## config.mk

```make
export PLATFORM = sky130hd
export DESIGN_NAME = opstat_gen
export DESIGN_NICKNAME = d
export VERILOG_FILES = /design/src/rtl/opstat_pkg.sv /design/src/rtl/opstat_seq.sv /design/src/rtl/opstat_tog.sv /design/src/rtl/opstat_fmt.sv /design/src/rtl/opstat_gen.sv
export SDC_FILE = /design/constraint.sdc
export NUM_CORES = 1
export LEC_CHECK = 0
export ABC_CLOCK_PERIOD_IN_PS = 3850
export BUFFER_PORTS_ARGS = -buffer_cell sky130_fd_sc_hd__buf_2
export CORE_ASPECT_RATIO = 1.4
export CORE_MARGIN = 10
export CORE_UTILIZATION = 30
export DETAILED_ROUTE_END_ITERATION = 6
export GPL_ROUTABILITY_DRIVEN = 1
export MAX_ROUTING_LAYER = met4
export PLACE_DENSITY = 0.6
export SYNTH_ARGS = -nofsm -noshare
export SYNTH_HDL_FRONTEND = slang
export SYNTH_SLANG_ARGS = --single-unit
export TNS_END_PERCENT = 30
```

## constraint.sdc

```tcl
create_clock -name clk -period 3.85 [get_ports clk]
set_input_delay 0.77 -clock clk [delete_from_list [all_inputs] [get_ports clk]]
set_output_delay 0.77 -clock clk [all_outputs]
set_load 0.1 [all_outputs]
```

## src/rtl/opstat_pkg.sv

```systemverilog
package opstat_pkg;
   typedef enum logic [1:0] {
      KIND_PROG = 2'd0,
      KIND_SECT = 2'd1,
      KIND_CHIP = 2'd2,
      KIND_NONE = 2'd3
   } kind_e;

   typedef enum logic [1:0] {
      ST_IDLE = 2'd0,
      ST_RUN  = 2'd1,
      ST_FAKE = 2'd2,
      ST_HANG = 2'd3
   } state_e;

   localparam int BIT_POLL = 7;
   localparam int BIT_TGL  = 6;
   localparam int BIT_TMO  = 5;
   localparam int BIT_ERW  = 3;
   localparam int BIT_TGL2 = 2;
   localparam int STAT_W   = 8;
endpackage

```

## src/rtl/opstat_seq.sv

```systemverilog
module opstat_seq
   import opstat_pkg::*;
#(
   parameter int SEC_W     = 3,
   parameter int PROG_WIN  = 16,
   parameter int ERASE_WIN = 64
) (
   input  logic             clk,
   input  logic             rst_n,
   input  logic             op_start,
   input  logic [1:0]       op_kind,
   input  logic [SEC_W-1:0] tgt_sector,
   input  logic             prog_poll_bit,
   input  logic             tgt_prot,
   input  logic             op_done,
   input  logic             tmo,
   input  logic             susp,
   output state_e           state_q,
   output kind_e            kind_q,
   output logic [SEC_W-1:0] sec_q,
   output logic             poll_q,
   output logic             start_ok,
   output logic             ret_q
);
   localparam int WIN_MAX = (PROG_WIN > ERASE_WIN) ? PROG_WIN : ERASE_WIN;
   localparam int CNT_W   = $clog2(WIN_MAX + 1);

   logic [CNT_W-1:0] cnt_q;
   logic             susp_hold;
   kind_e            kind_in;

   assign kind_in   = kind_e'(op_kind);
   assign start_ok  = op_start && (state_q == ST_IDLE) && (kind_in != KIND_NONE);
   assign susp_hold = susp && (kind_q == KIND_SECT);

   always_ff @(posedge clk or negedge rst_n) begin
      if (!rst_n) begin
         state_q <= ST_IDLE;
         kind_q  <= KIND_PROG;
         sec_q   <= '0;
         poll_q  <= 1'b0;
         cnt_q   <= '0;
         ret_q   <= 1'b0;
      end else begin
         ret_q <= 1'b0;
         case (state_q)
            ST_IDLE: begin
               if (start_ok) begin
                  kind_q <= kind_in;
                  sec_q  <= tgt_sector;
                  poll_q <= prog_poll_bit;
                  if (tgt_prot) begin
                     state_q <= ST_FAKE;
                     cnt_q   <= (kind_in == KIND_PROG) ? CNT_W'(PROG_WIN - 1)
                                                       : CNT_W'(ERASE_WIN - 1);
                  end else begin
                     state_q <= ST_RUN;
                  end
               end
            end
            ST_RUN: begin
               if (tmo) begin
                  state_q <= ST_HANG;
               end else if (op_done && !susp_hold) begin
                  state_q <= ST_IDLE;
                  ret_q   <= 1'b1;
               end
            end
            ST_FAKE: begin
               if (cnt_q == '0) begin
                  state_q <= ST_IDLE;
                  ret_q   <= 1'b1;
               end else begin
                  cnt_q <= cnt_q - 1'b1;
               end
            end
            default: state_q <= ST_HANG;
         endcase
      end
   end
endmodule

```

## src/rtl/opstat_tog.sv

```systemverilog
module opstat_tog #(
   parameter int NUM_TGL = 2
) (
   input  logic               clk,
   input  logic               rst_n,
   input  logic               clr,
   input  logic [NUM_TGL-1:0] step,
   output logic [NUM_TGL-1:0] tgl_q,
   output logic [NUM_TGL-1:0] tgl_nx
);
   for (genvar i = 0; i < NUM_TGL; i++) begin : g_tgl
      assign tgl_nx[i] = clr ? 1'b0 : (step[i] ? ~tgl_q[i] : tgl_q[i]);
      always_ff @(posedge clk or negedge rst_n) begin
         if (!rst_n) tgl_q[i] <= 1'b0;
         else        tgl_q[i] <= tgl_nx[i];
      end
   end
endmodule

```

## src/rtl/opstat_fmt.sv

```systemverilog
module opstat_fmt
   import opstat_pkg::*;
#(
   parameter int DATA_W = 8
) (
   input  state_e            state_q,
   input  kind_e             kind_q,
   input  logic              poll_q,
   input  logic              t6,
   input  logic              t2,
   input  logic              pass_arr,
   input  logic [DATA_W-1:0] arr_data,
   output logic [DATA_W-1:0] rd_byte
);
   logic              act;
   logic              is_prog;
   logic [STAT_W-1:0] st_byte;
   logic [DATA_W-1:0] st_wide;

   assign act     = (state_q != ST_IDLE);
   assign is_prog = (kind_q == KIND_PROG);

   always_comb begin
      st_byte           = '0;
      st_byte[BIT_POLL] = act ? (is_prog ? ~poll_q : 1'b0)
                              : (is_prog ?  poll_q : 1'b1);
      st_byte[BIT_TGL]  = t6;
      st_byte[BIT_TMO]  = (state_q == ST_HANG);
      st_byte[BIT_ERW]  = act && !is_prog;
      st_byte[BIT_TGL2] = t2;
   end

   if (DATA_W > STAT_W) begin : g_pad
      assign st_wide = {{(DATA_W - STAT_W){1'b0}}, st_byte};
   end else begin : g_exact
      assign st_wide = st_byte;
   end

   assign rd_byte = pass_arr ? arr_data : st_wide;
endmodule

```

## src/rtl/opstat_gen.sv

```systemverilog
module opstat_gen
   import opstat_pkg::*;
#(
   parameter int SEC_W     = 3,
   parameter int DATA_W    = 8,
   parameter int PROG_WIN  = 16,
   parameter int ERASE_WIN = 64
) (
   input  logic              clk,
   input  logic              rst_n,
   input  logic              op_start,
   input  logic [1:0]        op_kind,
   input  logic [SEC_W-1:0]  tgt_sector,
   input  logic              prog_poll_bit,
   input  logic              tgt_prot,
   input  logic              op_done,
   input  logic              tmo,
   input  logic              susp,
   input  logic              rd_strobe,
   input  logic [SEC_W-1:0]  rd_sector,
   input  logic [DATA_W-1:0] arr_data,
   output logic [DATA_W-1:0] stat_q,
   output logic              busy,
   output logic              ret_read
);
   localparam int NUM_TGL = 2;

   if (DATA_W < STAT_W) begin : g_bad_w
      $error("opstat_gen: DATA_W must be at least 8");
   end
   if (PROG_WIN < 2 || ERASE_WIN < 2) begin : g_bad_win
      $error("opstat_gen: windows must be at least 2 cycles");
   end
   if (SEC_W < 1) begin : g_bad_sec
      $error("opstat_gen: SEC_W must be positive");
   end

   state_e             state_q;
   kind_e              kind_q;
   logic [SEC_W-1:0]   sec_q;
   logic               poll_q;
   logic               start_ok;
   logic               in_sec;
   logic               hold6;
   logic               pass_arr;
   logic               erase_k;
   logic [NUM_TGL-1:0] step;
   logic [NUM_TGL-1:0] tgl_q;
   logic [NUM_TGL-1:0] tgl_nx;
   logic [DATA_W-1:0]  rd_byte;

   opstat_seq #(
      .SEC_W(SEC_W), .PROG_WIN(PROG_WIN), .ERASE_WIN(ERASE_WIN)
   ) u_seq (
      .clk(clk), .rst_n(rst_n), .op_start(op_start), .op_kind(op_kind),
      .tgt_sector(tgt_sector), .prog_poll_bit(prog_poll_bit),
      .tgt_prot(tgt_prot), .op_done(op_done), .tmo(tmo), .susp(susp),
      .state_q(state_q), .kind_q(kind_q), .sec_q(sec_q), .poll_q(poll_q),
      .start_ok(start_ok), .ret_q(ret_read)
   );

   assign busy     = (state_q != ST_IDLE);
   assign in_sec   = (rd_sector == sec_q);
   assign erase_k  = (kind_q != KIND_PROG);
   assign hold6    = susp && (state_q == ST_RUN) && (kind_q == KIND_SECT);
   assign pass_arr = hold6 && !in_sec;
   assign step[0]  = rd_strobe && busy && !hold6;
   assign step[1]  = rd_strobe && busy && erase_k && ((kind_q == KIND_CHIP) || in_sec);

   opstat_tog #(.NUM_TGL(NUM_TGL)) u_tog (
      .clk(clk), .rst_n(rst_n), .clr(start_ok), .step(step),
      .tgl_q(tgl_q), .tgl_nx(tgl_nx)
   );

   opstat_fmt #(.DATA_W(DATA_W)) u_fmt (
      .state_q(state_q), .kind_q(kind_q), .poll_q(poll_q),
      .t6(tgl_nx[0]), .t2(tgl_nx[1]), .pass_arr(pass_arr),
      .arr_data(arr_data), .rd_byte(rd_byte)
   );

   always_ff @(posedge clk or negedge rst_n) begin
      if (!rst_n)         stat_q <= '0;
      else if (rd_strobe) stat_q <= rd_byte;
   end
endmodule

```

# Word-level counts from Yosys, hierarchy flattened

Cells that the tools add are included.

$add $sub $neg: 1
Eq/ne operators: 12
Mux-type cells: 23
Bitwise gates (word level): 3
Reduce and logical (&&, ||, !) cells: 27

Operator list:

| cell                | count |
|---|---|
| $mux 7              | 3 |
| $pmux 7 s2          | 1 |
| $logic_and 1x1->1   | 12 |
| $mux 1              | 10 |
| $mux 2              | 5 |
| $mux 8              | 1 |
| $logic_not 7->1     | 1 |
| $sub 7x1->7 const B | 1 |
| $eq 2x2->1 const B  | 3 |
| $logic_not 2->1     | 3 |
| $mux 6              | 1 |
| $ne 2x2->1 const B  | 3 |
| $pmux 2 s3          | 1 |
| $reduce_bool 2->1   | 3 |
| $eq 2x1->1 const B  | 2 |
| $logic_not 1->1     | 4 |
| $ne 2x1->1 const B  | 2 |
| $reduce_and 4->1    | 1 |
| $eq 3x3->1          | 1 |
| $ne 3x2->1 const B  | 1 |
| $not 1->1           | 3 |
| $reduce_and 3->1    | 1 |
| $pmux 1 s2          | 1 |
| $reduce_and 2->1    | 1 |
| $logic_or 1x1->1    | 1 |

Logic and storage cells: 75
Input port bits: 25
Bits in registers: 26

# Logic depth before layout (Yosys ltp)

Gate-level depths: netlist of the first run.

Word-level depth: 8
Mapped depth: 8
Depth with buffers taken out: 7

# Modules after synthesis

From an unflattened synthesis of the first run, not the netlist that was laid out.

Cells, all modules: 144
Area total of the unflattened synthesis: 1,468.9 µm²

By module, submodules not included:

| module     | instances | seq. area each (µm²) | cells each | area an instance (µm²) |
|---|---|---|---|---|
| opstat_seq | 1         | 400.4                | 91         | 897.1 |
| opstat_gen | 1         | 200.2                | 30         | 391.6 |
| opstat_fmt | 1         | 0.0                  | 17         | 105.1 |
| opstat_tog | 1         | 50.0                 | 6          | 75.1 |

# Worst setup path before layout of the first run

Ideal clock, no wire load.

Kind: flip-flop to flip-flop
Start point: register u_seq.state_q[0]
End point: register stat_q[6]
Setup slack: 1.501 ns
Stages on the path, launching flop included: 9
Arrival: 2.282 ns
Cells stage by stage: dfrtp_1 -> inv_1 -> ha_1 -> clkbuf_1 -> inv_1 -> nand3_1 -> xor2_1 -> o311ai_0 -> o21a_1

Elaborated cells between the ends (all ways): 14
Those cells by class: eq/ne: 1; mux: 3; reduce/logical: 10

RTL lines:

| what                            | RTL line         | source |
|---|---|---|
| from (decl)                     | opstat_seq.sv:18 | `output state_e state_q,` |
| from (signal assigned)          | opstat_seq.sv:38 | `state_q <= ST_IDLE;` |
| from (signal assigned)          | opstat_seq.sv:53 | `state_q <= ST_FAKE;` |
| from (signal assigned)          | opstat_seq.sv:57 | `state_q <= ST_RUN;` |
| $reduce_bool 2->1               | opstat_gen.sv:62 | `assign busy = (state_q != ST_IDLE);` |
| named net busy                  | opstat_gen.sv:23 | `output logic busy,` |
| $logic_and 1x1->1 (2 in series) | opstat_gen.sv:67 | `assign step[0] = rd_strobe && busy && !hold6;` |
| $mux 1 (2 in series)            | opstat_tog.sv:12 | `assign tgl_nx[i] = clr ? 1'b0 : (step[i] ? ~tgl_q[i] : tgl_q[i]);` |
| $mux 8                          | opstat_fmt.sv:39 | `assign rd_byte = pass_arr ? arr_data : st_wide;` |
| to (signal assigned)            | opstat_gen.sv:83 | `else if (rd_strobe) stat_q <= rd_byte;` |
| to (decl)                       | opstat_gen.sv:22 | `output logic [DATA_W-1:0] stat_q,` |

The timed path passes the listed nets, and every way through them passes these cells.
A chain may end at the register's enable or synchronous reset.

# Final worst setup path of the first run

Start point: register u_seq.state_q[0]
End point: output busy

Word-level cells in the longest chain between the ends: 1

Ends and longest elaborated chain:

| what              | RTL line |
|---|---|
| $reduce_bool 2->1 | opstat_gen.sv:62 |
| to (decl)         | opstat_gen.sv:23 |

No other way between the ends.

==> results.yml, run 1 <==
floorplan:
  die_y_um: 104
  die-area_mm2: 0.00827
  ioPinCount: 35
  rows: 30
  start_util: 0.310
  die_w_um: 79.8
  coreArea_mm2: 0.00484
routing:
  vias: 1262
  first_pass_iters: 4
  ant_nets: 0
  drc: 0
  drt_iter0_drc: 43
  via_per_inst: 4.78
  drt_wl_total_um: 3580
  wl_per_cell_um: 13.6
cts:
  cts_buffers: 3
  clk_latency_ns: 0.27
  cts_buffer_depth: 2
  path_clk_slew_ns: 0.09
  cts.repair.resized: 0
  clockRootBuffer: "clkbuf_8"
  ctsHtreeMaxLevel: 1
  postCtsHoldBufs: 0
  clock_sinks: 26
  cts_tree: "yes"
  post-cts-setup-buffers: 0
timing:
  clock_skew_ns: 0.00165
  hold_viol_final: 0
  fmax_mhz: 393
  worst_pin_slew_ns: 0.947
  slew_viol_final: 0
  fin_crit_sh: 0.660
  setup_viol: 0
  slew_headroom: 0.365
  rsz0062_at_grt: "false"
  tns_ns: 0
  min_period_ns: 2.54
placement:
  io_buffers: 34
  place_congestion: 0.749
  hpwl_um: 2830
  place_inst: 260
critical_path:
  path_max_fanout: 11
  end_kind: "output pin"
  critPathLaunchType: "flop"
  crit_type: "reg2out"
  arrival_ns: 1.77
  crit_required_ns: 3.08
  rr_worst_depth: 6
pwr:
  vdd_drop_max_uv: 222
  p_leak_nw: 0.799
  p_per_area_mw_per_mm2: 845
cells_and_area:
  drive_gt1_frac: 0.235
  layout_commonest_cell: "buf_2"
  final_cells: 264
  final_nets: 232
  num-fill-cells: 485
  multi_input_area_um2: 796
  layout_common_cells: "buf_2, nand2_1, dfrtp_1"
  regArea_um2: 651
  area_growth_pct: 20.0
  antenna_cells: 0
synthesis:
  synth_area_mm2: 0.00150
  ys_seq_area_frac: 0.433
  syn_avg_cell_area_um2: 8.99
  async_flop_share: 1.00
  synth_cell_types: 45
  synth_fp_nets: 198
  ys.flop_type: "dfrtp_1"
  synth_edf_count: 0
  yosys_warnings: 0
  ys_ff_latch: 26
  synth_cells: 167
global_routing:
  antenna_found_initial: 0
  track_usage: 0.0924
  grt_remaining_overflow: 0
  first_global_vias: 1320
  grt_max_degree: 27
  grt_pass1_wl_um: 6220
hold_path:
  min_path_type: "reg2reg"
  holdPathStages: 1
status:
  outcome: "complete, no violations"
job:
  maxCapViolations: 0
-- through the flow --
step / utilization / worst slack, ns / cell area (um2) / total power [mW] / hold slack, ns
6_report: 0.372 / 1.31 / 1800 / 1.52 / 0.484
5_1_grt: 0.372 / 1.24 / 1800 / 1.65 / 0.495
4_1_cts: 0.372 / 1.31 / 1800 / 1.54 / 0.490
3_5_place_dp: 0.357 / 1.40 / 1730 / 1.31 / 0.467
3_3_place_gp: 0.357 / 1.43 / 1730 / 1.30 / 0.456
2_1_floorplan: - / 1.50 / 1500 / 1.14 / 0.447
-- critical path: stages, from the launching register on --
cell,delay [ns]
dfrtp_1,0.41
inv_1,0.08
ha_1,0.35
inv_1,0.20
buf_2,0.46
-- sequential cells by signal, indices dropped and copies added, names as in the netlist --
register and count:
u_seq.state_q 2, u_seq.sec_q 3, u_seq.ret_q 1, u_seq.kind_q 2, stat_q 8, u_seq.cnt_q 7, u_seq.poll_q 1, u_tog.tgl_q 2
-- cells in the mapped netlist (2+ instances only) --
| master | instances | area (um2) |
|---|---|---|
| inv_1 | 9 | 33.8 |
| nor2_1 | 16 | 60.1 |
| o21ai_1 | 3 | 15.0 |
| or2_2 | 2 | 12.5 |
| xnor2_1 | 4 | 35.0 |
| a21oi_1 | 12 | 60.1 |
| clkbuf_1 | 2 | 7.51 |
| a22o_1 | 2 | 17.5 |
| mux2i_1 | 2 | 20.0 |
| ha_1 | 6 | 75.1 |
| nand3_1 | 6 | 30.0 |
| nand3b_1 | 2 | 15.0 |
| a22oi_1 | 2 | 15.0 |
| nand2_1 | 29 | 109 |
| o21ai_0 | 6 | 30.0 |
| buf_2 | 2 | 10.0 |
| mux2_2 | 2 | 22.5 |
| o22ai_1 | 2 | 12.5 |
| nor3_1 | 3 | 15.0 |
| dfrtp_1 | 26 | 651 |
| nand4b_1 | 2 | 17.5 |
| mux2_1 | 2 | 22.5 |
| o21a_1 | 3 | 22.5 |
-- per-layer routing --
| metal | track usage | routed length [um] | vias to the layer above |
|---|---|---|---|
| li1 | - | - | 650 |
| met1 | 0.101 | 1520 | 584 |
| met2 | 0.156 | 1810 | 26 |
| met3 | 0.0216 | 207 | 2 |
| met4 | 0.0341 | 34 | 0 |
| met5 | - | 0 | - |
-- worst paths after layout --
path,slack (ns),to,from
setup / recovery,1.31,busy,u_seq.state_q[0]
hold / removal,0.48,stat_q[6],stat_q[6]
setup reg to reg,1.60,stat_q[7],u_seq.state_q[1]
hold reg to reg,0.48,stat_q[6],stat_q[6]
max in group asynchronous,2.97,u_seq.sec_q[0],rst_n
min in group asynchronous,0.49,stat_q[0],rst_n
-- where the power goes --
group	switching [mW]	leakage [nW]	internal [mW]
Sequential	0.101	0.316	0.385
Combinational	0.547	0.448	0.261
Clock	0.0899	0.0357	0.139
Total	0.738	0.799	0.785
-- cells by family after synthesis --
family | count (synthesis) | synth area share
simple gates | 72 | 0.243
compound gates | 38 | 0.164
flops | 26 | 0.433
buf+inv | 14 | 0.0367
mux | 6 | 0.0433
fa+ha+maj | 6 | 0.0500
xor+xnor | 5 | 0.0292
-- cell type report --
type / count / share of cell area
Sequential cell: 26 / 0.361
Clock inverter: 1 / 0.0167
Timing Repair Buffer: 34 / 0.0944
Clock buffer: 3 / 0.0229
Multi-Input combinational cell: 127 / 0.442
Tap cell: 64 / 0.0444
Inverter: 9 / 0.0187
(Power assumes the default switching activity.)
==> inputs of run 2 (changes only) <==
- ABC_CLOCK_PERIOD_IN_PS: 3850 -> 2600
- clock period: 3.85 -> 2.6 ns (I/O delays scaled with it)
==> results.yml, run 2 (synthesized netlist as in run 1, its figures left out) <==
status:
  outcome: "complete, no violations"
floorplan:
  ioPinCount: 35
  die_w_um: 79.8
  rows: 30
  start_util: 0.310
  coreArea_mm2: 0.00484
  die-area_mm2: 0.00827
  die_y_um: 104
routing:
  wl_per_cell_um: 13.4
  vias: 1281
  drc: 0
  drt_iter0_drc: 70
  drt_wl_total_um: 3540
  first_pass_iters: 4
  ant_nets: 0
  via_per_inst: 4.83
critical_path:
  crit_top_cell: "inv_1"
  critPathSlowestCell: "buf_2"
  reg2reg_from: "u_seq.state_q[0]"
  critPathTopFamily: "buffers and inverters"
  arrival_ns: 1.71
  crit_required_ns: 2.08
  max_stage_delay_ns: 0.45
  crit_chain: "inv_1 -> ha_1 -> inv_1 -> buf_2"
  end_kind: "output pin"
  startpoint: "u_seq.state_q[0]"
  path_max_fanout: 11
  crit_type: "reg2out"
  timing.critical_path.buf_inv: 3
  critPathLaunchType: "flop"
cells_and_area:
  final_cells: 265
  regMostFlops: "stat_q"
  antenna_cells: 0
  final_cell_area_mm2: 0.00181
  drive_gt1_frac: 0.239
  reg_top3: "stat_q (8), u_seq.cnt_q (7), u_seq.sec_q (3)"
  layout_common_cells: "buf_2, nand2_1, dfrtp_1"
  area_growth_pct: 20.5
  largest_reg_flops: 8
  layout_commonest_cell: "buf_2"
  final_nets: 233
placement:
  dpl_cell_area_mm2: 0.00174
  place_ws_ns: 0.549
  hpwl_um: 2820
  place_congestion: 0.777
  place_inst: 261
  io_buffers: 34
pwr:
  intPower_mw: 1.17
  seqPwrFrac: 0.319
  swShare: 0.485
  vdd_drop_max_uv: 334
  clkPwrFrac: 0.149
  combPwrFrac: 0.532
  p_per_area_mw_per_mm2: 1250
  p_leak_nw: 0.804
  p_switching_mw: 1.10
cts:
  cts_buffers: 3
  clk_latency_ns: 0.27
  clock_sinks: 26
  cts_buffer_depth: 2
  postCtsHoldBufs: 0
  post-cts-setup-buffers: 0
  clockRootBuffer: "clkbuf_8"
  cts_tree: "yes"
  cts.repair.resized: 0
  ctsHtreeMaxLevel: 1
  path_clk_slew_ns: 0.09
timing:
  tns_ns: 0
  clock_skew_ns: 0.00234
  fin_crit_sh: 0.859
  worst_pin_slew_ns: 0.586
  min_period_ns: 2.23
  rsz0062_at_grt: "false"
  fin_ws_ns: 0.366
  setup_viol: 0
  slew_viol_final: 0
  hold_viol_final: 0
  fmax_mhz: 448
  slew_headroom: 0.609
hold_path:
  min_path_type: "in2async"
global_routing:
  antenna_found_initial: 0
  grt_remaining_overflow: 0
  first_global_vias: 1433
  grt_max_degree: 27
  track_usage: 0.0928
  grt_pass1_wl_um: 6350
job:
  maxCapViolations: 0
[run 2: worst paths after layout]
kind	to	slack (ns)	depth (start not counted)
max in group asynchronous	u_seq.cnt_q[3]	1.98	1
min in group clk	u_seq.sec_q[1]	0.44	3
min reg2reg	stat_q[6]	0.48	1
max reg2reg	stat_q[2]	0.57	7
max	busy	0.37	4
min	stat_q[4]	0.23	1
[run 2: stage by stage]
stage | util | hold WS [ns] | power, mW
after detailed placement | 0.359 | 0.468 | 1.95
after global routing | 0.374 | 0.280 | 2.46
after floorplan | - | 0.224 | 1.69
after global placement | 0.359 | 0.461 | 1.93
final | 0.374 | 0.234 | 2.26
after CTS | 0.374 | 0.256 | 2.29
[run 2: layout make-up]
type                            instances  area [um2]
Clock buffer                            3        41.3
Tap cell                               64        80.1
Timing Repair Buffer                   35         178
Multi-Input combinational cell        127         796
Sequential cell                        26         651
Fill cell                             482        3030
Inverter                                9        33.8
Clock inverter                          1        30.0
[run 2: power by group through the flow]
stage | registers, mW | logic, mW | clock network (mW)
floorplan | 0.995 | 0.695 | 0
global placement | 0.723 | 1.21 | 0
detailed placement | 0.729 | 1.22 | 0
CTS | 0.722 | 1.22 | 0.350
global route | 0.754 | 1.34 | 0.361
finish | 0.721 | 1.20 | 0.338
[run 2: metal layers]
| metal | global-route usage | up-vias | part of all wire |
|---|---|---|---|
| met5 | - | - | 0 |
| met4 | 0.0303 | 0 | 0.015 |
| met3 | 0.0285 | 5 | 0.080 |
| met2 | 0.162 | 31 | 0.50 |
| met1 | 0.0946 | 597 | 0.40 |
| li1 | - | 648 | - |
[run 2: worst register-to-register path, delay by kind of cell, from the launching register on]
family	cells	cell delay, ns
buffers and inverters	1	0.08
multiplexers	1	0.10
AO/OA/AOI/OAI	2	0.38
AND/OR/NAND/NOR	2	0.68
flip-flops	1	0.40
adder cells (fa/ha/maj)	1	0.33
==> inputs of run 3 (changes only) <==
--- a/config.mk
+++ b/config.mk
@@ -7,3 +7,3 @@
 export LEC_CHECK = 0
-export ABC_CLOCK_PERIOD_IN_PS = 2600
+export ABC_CLOCK_PERIOD_IN_PS = 2050
 export BUFFER_PORTS_ARGS = -buffer_cell sky130_fd_sc_hd__buf_2
@@ -15,3 +15,3 @@
 export MAX_ROUTING_LAYER = met4
-export PLACE_DENSITY = 0.6
+export PLACE_DENSITY = 0.61
 export SYNTH_ARGS = -nofsm -noshare
==> constraint.sdc (replaced) <==
create_clock -name clk -period 2.05 [get_ports clk]
set_input_delay 0.3075 -clock clk [delete_from_list [all_inputs] [get_ports clk]]
set_output_delay 0.3075 -clock clk [all_outputs]
set_load 0.1 [all_outputs]
==> results.yml, run 3 (synthesized netlist as in run 1, its figures left out) <==
status:
  outcome: "complete, no violations"
timing:
  setup_viol: 0
  clock_skew_ns: 0.00320
  slew_headroom: 0.608
  slew_viol_final: 0
  fin_crit_sh: 0.958
  min_period_ns: 1.96
  worst_hold_slack_ns: 0.0169
  fmax_mhz: 509
  tns_ns: 0
  worst_pin_slew_ns: 0.588
  rsz0062_at_grt: "false"
  hold_viol_final: 0
pwr:
  p_leak_nw: 0.820
  vdd_drop_max_uv: 343
  p_per_area_mw_per_mm2: 1560
cts:
  ctsHtreeMaxLevel: 1
  postCtsHoldBufs: 0
  cts.repair.resized: 0
  path_clk_slew_ns: 0.10
  cts_buffer_depth: 2
  clk_latency_ns: 0.28
  post-cts-setup-buffers: 0
  cts_buffers: 3
  cts_tree: "yes"
  clockRootBuffer: "clkbuf_8"
  clock_sinks: 26
placement:
  io_buffers: 34
  dpl_cell_area_mm2: 0.00179
  place_inst: 266
  place_congestion: 0.876
  hpwl_um: 3050
critical_path:
  path_max_fanout: 7
  crit_type: "reg2out"
  end_kind: "output pin"
  timing.critical_path.buf_inv: 4
  critPathLaunchType: "flop"
  crit_chain: "inv_1 -> ha_2 -> buf_4 -> clkinvlp_4 -> clkbuf_4"
  critPathSlowestCell: "dfrtp_1"
  arrival_ns: 1.66
  critPathTopFamily: "buffers and inverters"
  max_stage_delay_ns: 0.43
  crit_required_ns: 1.74
hold_path:
  min_path_type: "in2async"
routing:
  drt_wl_total_um: 3790
  wl_per_cell_um: 14.0
  first_pass_iters: 4
  drt_iter0_drc: 94
  vias: 1346
  drc: 0
  ant_nets: 0
  via_per_inst: 4.99
cells_and_area:
  regMostFlops: "stat_q"
  reg_top3: "stat_q (8), u_seq.cnt_q (7), u_seq.sec_q (3)"
  drive_gt1_frac: 0.272
  layout_common_cells: "buf_2, nand2_1, dfrtp_1"
  antenna_cells: 0
  layout_commonest_cell: "buf_2"
  final_cell_area_mm2: 0.00185
  largest_reg_flops: 8
  num-fill-cells: 509
  final_nets: 238
  final_cells: 270
  area_growth_pct: 23.0
floorplan:
  ioPinCount: 35
  coreArea_mm2: 0.00484
  start_util: 0.310
  rows: 30
  die_w_um: 79.8
  die_y_um: 104
  die-area_mm2: 0.00827
global_routing:
  grt_max_degree: 27
  track_usage: 0.0948
  grt_remaining_overflow: 0
  grt_pass1_wl_um: 6300
  antenna_found_initial: 0
  first_global_vias: 1368
job:
  maxCapViolations: 0
[run 3: changes by cell type in the layout (fill, tap and decap cells not counted)]
cell,change
clkbuf_8,+1
ha_1,-1
a32oi_1,-1
a32oi_2,+1
buf_2,-1
clkbuf_4,+1
clkinvlp_4,+1
buf_4,+5
bufinv_16,-1
inv_1,-1
ha_2,+1
[run 3: routing by layer]
metal  vias up  global-route usage  wire length, um
met4         0              0.0404               65
li1        661                   -                -
met2        37               0.167             1920
met1       643              0.0958             1540
met3         5              0.0216              264
met5         -                   -                0
[run 3: final cells by class]
type	instances	area, um2	share of cell area
clock buffer	4	55.1	0.0298
inverter	9	37.5	0.0203
multi-input combinational	127	806	0.436
sequential	26	651	0.352
tap	64	80.1	0.0434
timing repair buffer	40	218	0.118
[run 3: where the power goes]
part	switching [mW]	total [mW]	internal, mW
combinational	1.07	1.61	0.549
sequential	0.194	0.916	0.722
clock	0.175	0.347	0.172
[run 3: final timing paths]
path                                  end  slack, ns  cells past startpoint        startpoint
setup / recovery                     busy       0.09                      5  u_seq.state_q[1]
max in group asynchronous  u_seq.cnt_q[4]       1.64                      1             rst_n
min in group clk           u_seq.sec_q[1]       0.21                      3     tgt_sector[1]
hold reg to reg                 stat_q[6]       0.49                      1         stat_q[6]
setup reg to reg                stat_q[2]       0.12                      7  u_seq.state_q[1]
hold / removal                  stat_q[0]       0.02                      1             rst_n
[run 3: worst register-to-register path, stage by stage, from the launching register on]
cell and delay [ns]:
dfrtp_1 0.42, inv_1 0.08, ha_2 0.24, nand2b_1 0.16
or4b_1 0.46, a41oi_1 0.25, mux2i_1 0.11, a21oi_1 0.14
[run 3: stage by stage]
stage               utilization  worst slack (ns)  power [mW]
floorplan                     -           -0.0462        2.19
global placement          0.370             0.205        2.52
detailed placement        0.370             0.133        2.55
CTS                       0.381            0.0359        2.90
global route              0.381           0.00348        3.10
finish                    0.381            0.0859        2.88
